## src/rtl/crc8_pkg.sv

```systemverilog
package crc8_pkg;
  typedef struct packed {
    logic load;
    logic check;
  } crcStrobes_t;
endpackage

```

## src/rtl/crc8_ctrl.sv

```systemverilog
module crc8_ctrl
  import crc8_pkg::*;
(
  input  logic        clk,
  input  logic        rstN,
  input  logic        inValid,
  input  logic        checkMode,
  output crcStrobes_t strobes,
  output logic        outValid
);
  always_comb begin
    strobes.load  = inValid;
    strobes.check = inValid & checkMode;
  end

  always_ff @(posedge clk or negedge rstN) begin
    if (!rstN) outValid <= 1'b0;
    else       outValid <= inValid;
  end


  valid_follows_chk: assert property (@(posedge clk) disable iff (!rstN)
    inValid |=> outValid);

  valid_idle_chk: assert property (@(posedge clk) disable iff (!rstN)
    !inValid |=> !outValid);
endmodule

```

## src/rtl/crc8_dbi_stage.sv

```systemverilog
module crc8_dbi_stage #(
  parameter int DATA_W = 64,
  parameter int BYTE_W = 8
) (
  input  logic                      dbiEnable,
  input  logic [DATA_W-1:0]         dataIn,
  output logic [DATA_W-1:0]         dataOut,
  output logic [DATA_W/BYTE_W-1:0]  flags
);
  localparam int NUM_BYTES = DATA_W / BYTE_W;
  localparam int HALF      = BYTE_W / 2;

  for (genvar b = 0; b < NUM_BYTES; b++) begin : g_byte
    logic [BYTE_W-1:0] laneIn;
    logic              invertLane;
    assign laneIn = dataIn[b*BYTE_W +: BYTE_W];
    always_comb begin
      // zeros > HALF  <=>  ones < HALF
      invertLane = dbiEnable && ($countones(laneIn) < HALF);
    end
    assign flags[b]                      = invertLane;
    assign dataOut[b*BYTE_W +: BYTE_W]   = invertLane ? ~laneIn : laneIn;
  end
endmodule

```

## src/rtl/crc8_xor_net.sv

```systemverilog
module crc8_xor_net #(
  parameter int                DATA_W = 64,
  parameter int                CRC_W  = 8,
  parameter logic [CRC_W-1:0]  POLY   = 8'h07
) (
  input  logic [DATA_W-1:0] dataIn,
  output logic [CRC_W-1:0]  crcOut
);
  // Serial division used only at elaboration to derive the XOR masks.
  function automatic logic [CRC_W-1:0] serialRem(input logic [DATA_W-1:0] d);
    logic [CRC_W-1:0] r;
    logic             fb;
    r = '0;
    for (int i = DATA_W - 1; i >= 0; i--) begin
      fb = r[CRC_W-1] ^ d[i];
      r  = {r[CRC_W-2:0], 1'b0} ^ (fb ? POLY : '0);
    end
    return r;
  endfunction

  // Column j: which data bits feed remainder bit j (linear, zero start).
  function automatic logic [DATA_W-1:0] colMask(input int j);
    logic [DATA_W-1:0] m;
    logic [DATA_W-1:0] unit;
    logic [CRC_W-1:0]  rem;
    m = '0;
    for (int i = 0; i < DATA_W; i++) begin
      unit    = '0;
      unit[i] = 1'b1;
      rem     = serialRem(unit);
      m[i]    = rem[j];
    end
    return m;
  endfunction

  for (genvar j = 0; j < CRC_W; j++) begin : g_bit
    localparam logic [DATA_W-1:0] MASK = colMask(j);
    assign crcOut[j] = ^(dataIn & MASK);
  end
endmodule

```

## src/rtl/crc8_datapath.sv

```systemverilog
module crc8_datapath
  import crc8_pkg::*;
#(
  parameter int                DATA_W = 64,
  parameter int                BYTE_W = 8,
  parameter int                CRC_W  = 8,
  parameter logic [CRC_W-1:0]  POLY   = 8'h07
) (
  input  logic                      clk,
  input  logic                      rstN,
  input  crcStrobes_t               strobes,
  input  logic                      dbiEnable,
  input  logic [DATA_W-1:0]         inData,
  input  logic [CRC_W-1:0]          inRxCrc,
  output logic [CRC_W-1:0]          outCrc,
  output logic [DATA_W-1:0]         outData,
  output logic [DATA_W/BYTE_W-1:0]  outDbiFlags,
  output logic                      mismatch
);
  localparam int NUM_BYTES = DATA_W / BYTE_W;

  logic [DATA_W-1:0]    coveredWord;
  logic [NUM_BYTES-1:0] laneFlags;
  logic [CRC_W-1:0]     crcNext;

  crc8_dbi_stage #(.DATA_W(DATA_W), .BYTE_W(BYTE_W)) dbiStage (
    .dbiEnable (dbiEnable),
    .dataIn    (inData),
    .dataOut   (coveredWord),
    .flags     (laneFlags)
  );

  crc8_xor_net #(.DATA_W(DATA_W), .CRC_W(CRC_W), .POLY(POLY)) xorNet (
    .dataIn (coveredWord),
    .crcOut (crcNext)
  );

  always_ff @(posedge clk or negedge rstN) begin
    if (!rstN) begin
      outCrc      <= '0;
      outData     <= '0;
      outDbiFlags <= '0;
      mismatch    <= 1'b0;
    end else if (strobes.load) begin
      outCrc      <= crcNext;
      outData     <= coveredWord;
      outDbiFlags <= laneFlags;
      mismatch    <= strobes.check && (crcNext != inRxCrc);
    end
  end


  zero_word_chk: assert property (@(posedge clk) disable iff (!rstN)
    (strobes.load && !dbiEnable && inData == '0) |=> (outCrc == '0));

  hold_results_chk: assert property (@(posedge clk) disable iff (!rstN)
    !strobes.load |=> ($stable(outCrc) && $stable(mismatch) &&
                       $stable(outData) && $stable(outDbiFlags)));

  compare_chk: assert property (@(posedge clk) disable iff (!rstN)
    strobes.check |=> (mismatch == ($past(inRxCrc) != outCrc)));

  gen_mode_quiet_chk: assert property (@(posedge clk) disable iff (!rstN)
    (strobes.load && !strobes.check) |=> !mismatch);

  dbi_off_chk: assert property (@(posedge clk) disable iff (!rstN)
    (strobes.load && !dbiEnable) |=> (outDbiFlags == '0 && outData == $past(inData)));

  for (genvar b = 0; b < NUM_BYTES; b++) begin : g_balChk

    dbi_balance_chk: assert property (@(posedge clk) disable iff (!rstN)
      (strobes.load && dbiEnable) |=>
        ($countones(outData[b*BYTE_W +: BYTE_W]) >= BYTE_W / 2));
  end
endmodule

```

## src/rtl/crc8_burst_check.sv

```systemverilog
module crc8_burst_check
  import crc8_pkg::*;
#(
  parameter int                DATA_W = 64,
  parameter int                BYTE_W = 8,
  parameter int                CRC_W  = 8,
  parameter logic [CRC_W-1:0]  POLY   = 8'h07
) (
  input  logic                      clk,
  input  logic                      rstN,
  input  logic                      inValid,
  input  logic [DATA_W-1:0]         inData,
  input  logic [CRC_W-1:0]          inRxCrc,
  input  logic                      checkMode,
  input  logic                      dbiEnable,
  output logic                      outValid,
  output logic [CRC_W-1:0]          outCrc,
  output logic [DATA_W-1:0]         outData,
  output logic [DATA_W/BYTE_W-1:0]  outDbiFlags,
  output logic                      mismatch
);
  crcStrobes_t strobes;

  crc8_ctrl ctrl (
    .clk       (clk),
    .rstN      (rstN),
    .inValid   (inValid),
    .checkMode (checkMode),
    .strobes   (strobes),
    .outValid  (outValid)
  );

  crc8_datapath #(.DATA_W(DATA_W), .BYTE_W(BYTE_W), .CRC_W(CRC_W), .POLY(POLY)) datapath (
    .clk         (clk),
    .rstN        (rstN),
    .strobes     (strobes),
    .dbiEnable   (dbiEnable),
    .inData      (inData),
    .inRxCrc     (inRxCrc),
    .outCrc      (outCrc),
    .outData     (outData),
    .outDbiFlags (outDbiFlags),
    .mismatch    (mismatch)
  );


  reset_clear_chk: assert property (@(posedge clk)
    !rstN |=> (!outValid && !mismatch && outCrc == '0));
endmodule

```

## config.mk

```make
export PLATFORM = sky130hd
export DESIGN_NAME = crc8_burst_check
export DESIGN_NICKNAME = d
export VERILOG_FILES = /design/src/rtl/crc8_pkg.sv /design/src/rtl/crc8_ctrl.sv /design/src/rtl/crc8_dbi_stage.sv /design/src/rtl/crc8_xor_net.sv /design/src/rtl/crc8_datapath.sv /design/src/rtl/crc8_burst_check.sv
export SDC_FILE = /design/constraint.sdc
export NUM_CORES = 1
export LEC_CHECK = 0
export BUFFER_PORTS_ARGS = -buffer_cell sky130_fd_sc_hd__buf_2
export CAP_MARGIN = 0
export CORE_MARGIN = 3
export CORE_UTILIZATION = 35
export DETAILED_ROUTE_END_ITERATION = 10
export PLACE_DENSITY = 0.65
export RECOVER_POWER = 100
export SLEW_MARGIN = 5
export SYNTH_ARGS = -nofsm -noshare
export SYNTH_HDL_FRONTEND = slang
export SYNTH_HIERARCHICAL = 1
export SYNTH_SLANG_ARGS = --single-unit
```

## constraint.sdc

```tcl
create_clock -name clk -period 1.6 [get_ports clk]
set_input_delay 0.08 -clock clk [delete_from_list [all_inputs] [get_ports clk]]
set_output_delay 0.08 -clock clk [all_outputs]
set_load 0.1 [all_outputs]
```

==> flow_summary.json <==
{
  "async_flop_share": 1.000,
  "violations": "negative setup slack",
  "required_ns": 1.82,
  "top_layer_used": "met4",
  "maxCapViolCount": 0,
  "dieWidth_um": 145.4,
  "holdCritPathClass": "input pin to flip-flop",
  "numCtsBuffers": 9,
  "synth-simple-area-share": 0.05426,
  "worstPathArrival_ns": 4.52,
  "ys_seq_elements": 82,
  "period_needed_ns": 4.303,
  "combPwrFrac": 0.811,
  "ys_types": 24,
  "leakagePower_nw": 5.821,
  "wl_met1_um": 8841,
  "synthToLayoutAreaGrowth_pct": 75.17,
  "drc": 0,
  "wl_per_cell_um": 18.58,
  "synth.most_common_cell": "xnor2_1",
  "grt_start_max_net_pins": 83,
  "io_buffers": 158,
  "skew_ns": 0,
  "fin_ws_ns": -2.703,
  "crit-reg2reg-launch": "datapath/outData[2]",
  "gp_congestion": 0.9057,
  "critPathMaxFanout": 6,
  "fmax_mhz": 232.4,
  "grt_usage": 0.2026,
  "design.die.area_um2": 21150,
  "drive_gt1_frac": 0.7158,
  "num_vias": 5131,
  "yosysTopAreaCell": "dfrtp_1",
  "setup.worst_path.end_class": "flip-flop",
  "cts_tree": "done",
  "synthTopCellsByArea": "dfrtp_1 30%, mux2_4 17%, xnor2_1 17%",
  "synth_top_family_by_area": "XOR/XNOR gates",
  "syn_inst": 497,
  "synth_area_um2": 6803,
  "synth_nets": 614,
  "syn-mean-instance-area_um2": 13.69,
  "ios": 159,
  "ys.flop_type": "dfrtp_1",
  "vdd_drop_max_v": 0.001480,
  "startpoint": "inData[16]",
  "hold_ws_ns": 0.1353,
  "grt_pass1_wl_um": 33170,
  "switching_share": 0.4392,
  "synth_mux_area_frac": 0.1755,
  "synth_common_cells": "129 x xnor2_1, 82 x dfrtp_1, 78 x mux2_4",
  "synth_top_cell_area_share": 0.3016,
  "synth_xor_xnor_area_share": 0.2958,
  "cts.sinks": 82,
  "final_nets": 988,
  "tightest_slew_ns": 1.195,
  "clk_latency_ns": 0.34,
  "synth_compound_area_frac": 0.01067,
  "antenna_found_initial": 0,
  "cellPowerDensity_nw_per_um2": 2491,
  "worstSetupPathType": "input pin to flip-flop",
  "dp.cells": 1061,
  "synth_edf_count": 0,
  "power.switching_mw": 13.04,
  "finalMaxSlewViolations": 0,
  "drt-total-wl_um": 21100,
  "initial_utilization": 0.3601,
  "yosysSeqAreaShare": 0.3016,
  "dp_hpwl_um": 15950,
  "yosysWarningCount": 6,
  "hold_viol": 0,
  "overflow": 0,
  "wl_met2_um": 10670,
  "fin_cells": 1136,
  "place_ws_ns": -3.097,
  "min_from": "checkMode",
  "startpoint_type": "input pin",
  "reg2reg_slack_ns": 0.78,
  "p_clk_frac": 0.083,
  "num_rows": 50,
  "setup_viol": 81,
  "htree_levels": 3,
  "first_global_vias": 6014,
  "core-area_um2": 18890,
  "cts_root_buf": "clkbuf_16",
  "status": "finished with violations",
  "drt_iter0_markers": 202,
  "rsz0062_at_grt": "yes",
  "via_per_inst": 4.517,
  "clkTransAtPathRegs_ns": 0.06,
  "drtPass1Iterations": 4,
  "postRouteAntennaNets": 0,
  "p_int_mw": 16.64,
  "slew_headroom": 0.2030,
  "dr_wl_met3_um": 882,
  "finalCritPeriodShare": 2.689,
  "pwr-share-seq": 0.107,
  "fp.dieH_um": 145.4,
  "antenna_cells": 0,
  "cts_buffer_depth": 2,
  "synthAdderAreaFrac": 0.1001
}
[metal layers]
layer	up-vias	GRT usage
met5	-	0
met2	140	0.3470
li1	2376	-
met3	39	0.03488
met4	0	0.09117
met1	2576	0.2518
[registers in the layout (all words and copies together) (netlist names)]
register / flops
ctrl/outValid: 1
datapath/mismatch: 1
datapath/outCrc: 8
datapath/outData: 64
datapath/outDbiFlags: 8
[power groups by stage]
| stage | clock network, mW | logic, mW | registers (mW) |
|---|---|---|---|
| 2_1_floorplan | 0 | 11.7 | 7.38 |
| 3_3_place_gp | 0 | 19.8 | 3.14 |
| 3_5_place_dp | 0 | 20.0 | 3.15 |
| 4_1_cts | 2.51 | 23.4 | 3.14 |
| 5_1_grt | 2.60 | 25.1 | 3.24 |
| 6_report | 2.46 | 24.1 | 3.17 |
[logic make-up after synthesis]
| logic type | after synthesis |
|---|---|
| xor gates and xnor gates | 175 |
| muxes | 80 |
| DFF | 82 |
| AOI/OAI and AO/OA | 10 |
| adders and majority gates | 40 |
| and+or+nand+nor | 43 |
| buffers and inverters | 67 |
[per-stage QoR]
stage               area, um2    util  power (mW)  setup TNS [ns]
floorplan                7918       -       19.06          -98.96
global placement        10080  0.5334       22.97         -119.97
detailed placement      10080  0.5334       23.14         -125.08
CTS                     11650  0.6167       29.02          -93.79
global route            11920  0.6307       30.97         -102.30
finish                  11920  0.6307       29.68          -95.82
[worst max-delay path, stage by stage]
cell and delay [ns]:
buf_6 0.10, fa_1 0.53, inv_1 0.05, fa_1 0.48
inv_1 0.05, fa_2 0.36, ha_4 0.18, nor3b_4 0.31
nand2_8 0.12, xnor2_4 0.19, buf_4 0.15, xor2_2 0.12
xnor3_2 0.48, xnor3_1 0.27, xor3_2 0.51, xnor2_2 0.15
nand4_1 0.11, o211ai_1 0.17, o21ai_1 0.09
[worst paths after layout]
kind,endpoint,cells past startpoint
setup / recovery,datapath/mismatch,19
hold / removal,datapath/mismatch,4
setup reg to reg,datapath/outData[2],1
hold reg to reg,datapath/outDbiFlags[1],1
max in group asynchronous,datapath/outData[53],3
min in group asynchronous,datapath/outData[44],3
[cell usage in the layout, fill, tap and decap left out, drive strengths merged]
cell / n
ha: 16
dfrtp: 82
mux2: 80
xor2: 12
nand4: 2
nand3: 16
buf: 295
xor3: 2
xnor2: 129
dlygate4sd3: 2
o21a: 8
nand2: 16
xnor3: 32
bufinv: 3
clkinvlp: 2
o211ai: 1
fa: 24
clkbuf: 93
nor3b: 8
o21ai: 1
inv: 51
and2: 1
[cell type report]
cell class	count	area [um2]
timing repair buffer	381	3074
fill	1357	6977
clock inverter	7	122.6
sequential	82	2052
multi-input combinational	348	5931
inverter	49	186.4
clock buffer	9	225.2
tap	260	325.3
[what timing repair did]
action | in CTS | in global routing
gates resized for setup | 163 | 40
hold buffers | 2 | 0
setup endpoints to repair | 81 | 81
buffers inserted | 48 | 22
hold endpoints to repair | 83 | 0
pin swaps | 49 | 27
No activity file was read; power rests on OpenSTA's default activity.
